[src/rtl/ber_stat_pkg.sv]
package ber_stat_pkg;
  localparam int ST_W = 5;
  typedef enum int unsigned {
    ST_LOS  = 0,
    ST_ERR  = 1,
    ST_BOVF = 2,
    ST_EOVF = 3,
    ST_SYNC = 4
  } st_idx_e;
endpackage

[src/rtl/ber_latch_edge.sv]
module ber_latch_edge (
  input  logic clk_i,
  input  logic rst_ni,
  input  logic pin_i,
  input  logic ctl_i,
  output logic edge_o
);
  logic lvl_d, lvl_q;

  always_comb begin
    lvl_d  = pin_i | ctl_i;
    edge_o = lvl_d & ~lvl_q;
  end

  always_ff @(posedge clk_i or negedge rst_ni) begin
    if (!rst_ni) lvl_q <= 1'b0;
    else         lvl_q <= lvl_d;
  end

  // a held request level produces a single latch
  a_r3_single_edge: assert property (@(posedge clk_i) disable iff (!rst_ni)
    edge_o |=> !edge_o);
endmodule

[src/rtl/ber_count_bank.sv]
module ber_count_bank #(
  parameter int W = 32
) (
  input  logic         clk_i,
  input  logic         rst_ni,
  input  logic         inc_i,
  input  logic         latch_i,
  output logic [W-1:0] hold_o,
  output logic         wrap_o
);
  logic [W-1:0] cnt_d, cnt_q, hold_d, hold_q;
  logic         cnt_en, hold_en, at_max;

  always_comb begin
    at_max  = &cnt_q;
    cnt_en  = inc_i | latch_i;
    hold_en = latch_i;
    hold_d  = cnt_q;
    if (latch_i) begin
      cnt_d  = W'(inc_i);
      wrap_o = 1'b0;
    end else begin
      cnt_d  = cnt_q + W'(inc_i);
      wrap_o = inc_i & at_max;
    end
  end

  always_ff @(posedge clk_i or negedge rst_ni) begin
    if (!rst_ni)     cnt_q <= '0;
    else if (cnt_en) cnt_q <= cnt_d;
  end

  always_ff @(posedge clk_i or negedge rst_ni) begin
    if (!rst_ni)      hold_q <= '0;
    else if (hold_en) hold_q <= hold_d;
  end

  assign hold_o = hold_q;

  a_r5_hold_kept: assert property (@(posedge clk_i) disable iff (!rst_ni)
    !latch_i |=> $stable(hold_q));
  a_r4_fresh_interval: assert property (@(posedge clk_i) disable iff (!rst_ni)
    latch_i |=> (cnt_q <= W'(1)));
  a_r1_wrap_to_zero: assert property (@(posedge clk_i) disable iff (!rst_ni)
    wrap_o |=> (cnt_q == '0));
endmodule

[src/rtl/ber_stat_reg.sv]
module ber_stat_reg
  import ber_stat_pkg::*;
(
  input  logic            clk_i,
  input  logic            rst_ni,
  input  logic            sync_i,
  input  logic            err_ev_i,
  input  logic            bwrap_i,
  input  logic            ewrap_i,
  input  logic            latch_i,
  input  logic            rd_i,
  input  logic [ST_W-1:0] mask_i,
  output logic [ST_W-1:0] stat_o,
  output logic            irq_o
);
  logic [ST_W-1:0] stat_d, stat_q;
  logic            los_ev;

  always_comb begin
    los_ev          = stat_q[ST_SYNC] & ~sync_i;
    stat_d          = stat_q;
    stat_d[ST_LOS]  = (stat_q[ST_LOS]  & ~rd_i)    | los_ev;
    stat_d[ST_ERR]  = (stat_q[ST_ERR]  & ~rd_i)    | err_ev_i;
    stat_d[ST_BOVF] = (stat_q[ST_BOVF] & ~latch_i) | bwrap_i;
    stat_d[ST_EOVF] = (stat_q[ST_EOVF] & ~latch_i) | ewrap_i;
    stat_d[ST_SYNC] = sync_i;
  end

  always_ff @(posedge clk_i or negedge rst_ni) begin
    if (!rst_ni) stat_q <= '0;
    else         stat_q <= stat_d;
  end

  assign stat_o = stat_q;
  assign irq_o  = |(stat_q & mask_i);

  a_r7_err_sticky: assert property (@(posedge clk_i) disable iff (!rst_ni)
    (stat_q[ST_ERR] && !rd_i) |=> stat_q[ST_ERR]);
  a_r7_event_wins: assert property (@(posedge clk_i) disable iff (!rst_ni)
    err_ev_i |=> stat_q[ST_ERR]);
  a_r6_ovf_holds: assert property (@(posedge clk_i) disable iff (!rst_ni)
    (stat_q[ST_BOVF] && !latch_i) |=> stat_q[ST_BOVF]);
  a_r8_sync_drop: assert property (@(posedge clk_i) disable iff (!rst_ni)
    !sync_i |=> !stat_q[ST_SYNC]);
  a_r9_masked_quiet: assert property (@(posedge clk_i) disable iff (!rst_ni)
    (mask_i == '0) |-> !irq_o);
endmodule

[src/rtl/ber_stat_core.sv]
module ber_stat_core
  import ber_stat_pkg::*;
#(
  parameter int CNT_W = 32
) (
  input  logic             clk_i,
  input  logic             rst_ni,
  input  logic             bit_vld_i,
  input  logic             err_i,
  input  logic             sync_i,
  input  logic             lat_pin_i,
  input  logic             lat_ctl_i,
  input  logic [ST_W-1:0]  irq_mask_i,
  input  logic             stat_rd_i,
  output logic [CNT_W-1:0] bit_hold_o,
  output logic [CNT_W-1:0] err_hold_o,
  output logic [ST_W-1:0]  stat_o,
  output logic             irq_o
);
  logic latch_w, err_ev_w, bwrap_w, ewrap_w;

  assign err_ev_w = bit_vld_i & err_i;

  ber_latch_edge u_edge (
    .clk_i  (clk_i),
    .rst_ni (rst_ni),
    .pin_i  (lat_pin_i),
    .ctl_i  (lat_ctl_i),
    .edge_o (latch_w)
  );

  ber_count_bank #(.W(CNT_W)) u_bits (
    .clk_i   (clk_i),
    .rst_ni  (rst_ni),
    .inc_i   (bit_vld_i),
    .latch_i (latch_w),
    .hold_o  (bit_hold_o),
    .wrap_o  (bwrap_w)
  );

  ber_count_bank #(.W(CNT_W)) u_errs (
    .clk_i   (clk_i),
    .rst_ni  (rst_ni),
    .inc_i   (err_ev_w),
    .latch_i (latch_w),
    .hold_o  (err_hold_o),
    .wrap_o  (ewrap_w)
  );

  ber_stat_reg u_stat (
    .clk_i    (clk_i),
    .rst_ni   (rst_ni),
    .sync_i   (sync_i),
    .err_ev_i (err_ev_w),
    .bwrap_i  (bwrap_w),
    .ewrap_i  (ewrap_w),
    .latch_i  (latch_w),
    .rd_i     (stat_rd_i),
    .mask_i   (irq_mask_i),
    .stat_o   (stat_o),
    .irq_o    (irq_o)
  );

  // an error wrap needs a qualified error in the same cycle
  a_r2_err_wrap_qualified: assert property (@(posedge clk_i) disable iff (!rst_ni)
    ewrap_w |-> bit_vld_i);
endmodule

[config.mk]
export PLATFORM = sky130hd
export DESIGN_NAME = ber_stat_core
export DESIGN_NICKNAME = d
export VERILOG_FILES = /design/src/rtl/ber_stat_pkg.sv /design/src/rtl/ber_latch_edge.sv /design/src/rtl/ber_count_bank.sv /design/src/rtl/ber_stat_reg.sv /design/src/rtl/ber_stat_core.sv
export SDC_FILE = /design/constraint.sdc
export NUM_CORES = 1
export LEC_CHECK = 0
export ABC_AREA = 1
export BUFFER_PORTS_ARGS = -buffer_cell sky130_fd_sc_hd__clkbuf_2
export CORE_ASPECT_RATIO = 1.1
export CORE_MARGIN = 3
export CORE_UTILIZATION = 30
export DETAILED_ROUTE_END_ITERATION = 8
export GPL_TIMING_DRIVEN = 0
export SLEW_MARGIN = 25
export SYNTH_ARGS = -nofsm -noshare
export SYNTH_HDL_FRONTEND = slang
export SYNTH_HIERARCHICAL = 1
export SYNTH_SLANG_ARGS = --single-unit
[constraint.sdc]
create_clock -name clk_i -period 3.05 [get_ports clk_i]
set_input_delay 0.1525 -clock clk_i [delete_from_list [all_inputs] [get_ports clk_i]]
set_output_delay 0.1525 -clock clk_i [all_outputs]
set_load 0.02 [all_outputs]
==> key figures <==
STA
  • Unrepaired setup endpoints after global routing: false
  • Setup TNS Final: 0 ns
  • Slew Limit Fails: 0
  • Slew Limit Headroom: 35.2%
  • Clock skew: 0.00878 ns
  • Fin Hold WS: 0.112 ns
  • Highest clock rate: 0.427 GHz
  • PnR worst setup slack: 0.708 ns
  • Setup-failing EPs final: 0
  • Worst-margin pin slew: 0.969 ns
  • Hold Violations, Final: 0
  • Fin crit share: 76.8%
  • Time the final worst path needs with I/O delays and setup: 2.34 ns

Layout
  • Layout Area Growth over Synthesis: 21.6%
  • Highest-count cells in the layout ignoring fill and taps: sky130_fd_sc_hd__nand2_1, sky130_fd_sc_hd__dfrtp_1, sky130_fd_sc_hd__nor2_1, sky130_fd_sc_hd__inv_1, sky130_fd_sc_hd__clkbuf_2
  • Number of nets in the layout: 963
  • Final std cells w/o fill: 1243
  • Fraction of final layout cells sized beyond drive strength 1: 15.0%
  • Most common library cell in the layout ignoring fill and taps: sky130_fd_sc_hd__nand2_1
  • Number of filler cells placed in the layout: 2207
  • N_diodes: 0

Placement
  • Gpl congestion: 0.876
  • Worst slack, placed: 0.728 ns
  • PortBufs: 82
  • Placed Instances: 1207
  • Dpl hpwl: 12400 µm

Die
  • Top-level I/O count: 83
  • Total number of placement rows: 55
  • Starting utilization of the core area: 30.9%
  • Chip width: 146 µm
  • Core outline area: 20900 µm²
  • Area of the die: 23300 µm²
  • Height of the die: 160 µm

Critical path
  • Crit. End Element: register
  • Critical Path RT: 3.34 ns
  • Crit path max fanout: 10
  • Category of the worst setup path launch point: primary input
  • Arrival time at the worst endpoint: 2.63 ns
  • Critical Setup Path Class: in -> reg

Yosys
  • Post-synthesis instance area: 6440 µm²
  • Share of synthesized area occupied by flip-flops and latches: 52.1%
  • Average footprint of a synthesized cell: 7.68 µm²
  • Count of cell types in the netlist: 26
  • Synthesized netlist cell count: 839
  • Synthesized Nets: 856
  • Number of synthesis warnings: 6
  • Yosys reg bits: 134

CTS
  • Clock buffers created by TritonCTS: 17
  • Number of levels the H-tree was split into: 4
  • Clock sink total: 134
  • CTS tree: done
  • Post-CTS setup buffer count: 0
  • Library cell used as clock root buffer: sky130_fd_sc_hd__clkbuf_16
  • Maximum root-to-sink buffer count: 2
  • Number of gates given a new drive strength after cts: 0
  • Source-to-sink clock delay at the later pin of the worst-skew pair: 0.41 ns
  • Count of hold buffers inserted by post-cts repair: 5
  • CTS clock-pin slew for the worst setup and hold paths: 0.05 ns

Job
  • Maxcap violations: 0

Outcome
  • Status: finished clean

Min path
  • Worst hold path class: in -> reg

Drt
  • Violation count after the first detailed-routing iteration: 391
  • Routed Antenna Nets: 0
  • Number of vias after detailed routing: 5557
  • Post-DR vias/cell: 4.47
  • Total wire length after detailed routing: 16900 µm
  • Detailed-route DRC error count: 0
  • Initial DRT Pass Iterations: 5
  • Routed wire length per instance: 13.6 µm

Global route
  • Largest net degree at the start of global routing: 74
  • First-pass GRT wire length: 28400 µm
  • Gr ovfl total: 0
  • Antenna violations before repair: 0
  • Overall Global Routing Usage: 15.1%
  • Number of global-route vias before repair: 5583

Power
  • Leakage power total: 3.95 nW
  • Maximum resistive drop on vdd: 0.000363 V
  • Power density over the cells: 501 nW/µm²
[flip-flops by register name, indices dropped and copies added, names as in the netlist]
name / flops
u_bits/cnt_q: 32
u_bits/hold_o: 32
u_errs/cnt_q: 32
u_errs/hold_o: 32
u_stat/stat_o: 5
u_edge/lvl_q: 1
[stage by stage]
stage               total power [mW]  util (%)  area (µm²)
floorplan                       1.97         -        6440
global placement                2.08      34.6        7210
detailed placement              2.09      34.7        7240
CTS                             3.99      37.6        7830
global route                    4.09      37.6        7830
finish                          3.93      37.6        7830
[critical path: stages]
cell and delay (ns):
sky130_fd_sc_hd__dlygate4sd3_1 0.53, sky130_fd_sc_hd__clkbuf_2 0.11, sky130_fd_sc_hd__nor2_2 0.04, sky130_fd_sc_hd__nor2_1 0.72, sky130_fd_sc_hd__inv_1 0.28, sky130_fd_sc_hd__buf_2 0.28
sky130_fd_sc_hd__clkbuf_1 0.30, sky130_fd_sc_hd__nand3_1 0.16, sky130_fd_sc_hd__nand2_1 0.06
[power breakdown]
part / switching (mW) / total (mW) / internal [mW]
Combinational: 0.158 / 0.221 / 0.0624
Sequential: 0.0293 / 1.84 / 1.81
Clock: 0.733 / 1.87 / 1.13
Total: 0.920 / 3.93 / 3.01
[path summary, 6_finish.rpt]
kind | slack [ns] | from | cells past startpoint | endpoint
max in group asynchronous | 2.03 | rst_ni | 3 | u_bits/cnt_q[28]
worst min register to register | 0.47 | u_errs/hold_o[21] | 2 | u_errs/hold_o[21]
min in group asynchronous | 0.28 | rst_ni | 2 | u_errs/cnt_q[9]
worst max-delay path | 0.71 | lat_pin_i | 9 | u_errs/cnt_q[0]
worst max register to register | 0.74 | u_edge/lvl_q | 6 | u_errs/cnt_q[0]
worst min-delay path | 0.11 | bit_vld_i | 3 | u_bits/cnt_q[0]
[layer usage]
metal | part of all wire [%] | vias to the layer above | global-route usage, %
met2 | 51 | 121 | 27.2
li1 | - | 2842 | -
met3 | 4.2 | 19 | 3.43
met1 | 43 | 2575 | 18.0
met4 | 1.5 | 0 | 4.19
met5 | 0 | - | 0
[cell families after synthesis]
kind of cell | after synthesis | synth area share [%]
simple gates | 506 | 33.4
flops | 134 | 52.1
buf+inv | 105 | 6.51
compound gates | 90 | 7.28
fa+ha+maj | 4 | 0.777
[cells in the mapped netlist (all sizes together)]
library cell  number  area (µm²)
buf                8        55.1
nor3b              4        30.0
o21bai             3        22.5
nand2            311        1210
o22ai              1        6.26
nor2             135         599
nand3             38         210
nor3               8        40.0
clkbuf            12        45.0
a211oi             4        30.0
and3               2        12.5
o21ai             50         250
nand4              8        50.1
dfrtp            134        3350
ha                 4        50.1
a21oi             32         160
inv               85         319
[layout make-up]
type | instances | area [µm²] | area share [%]
clock buffers | 23 | 458 | 5.85
plain buffers | 20 | 100 | 1.28
flip-flops and latches | 134 | 3350 | 42.8
clock inverters | 8 | 77.6 | 0.991
multi-input cells | 600 | 2670 | 34.1
well taps | 285 | 357 | 4.55
inverters | 85 | 319 | 4.07
repair buffers | 88 | 497 | 6.34
Note: power is estimated with default switching activity, not from simulation.
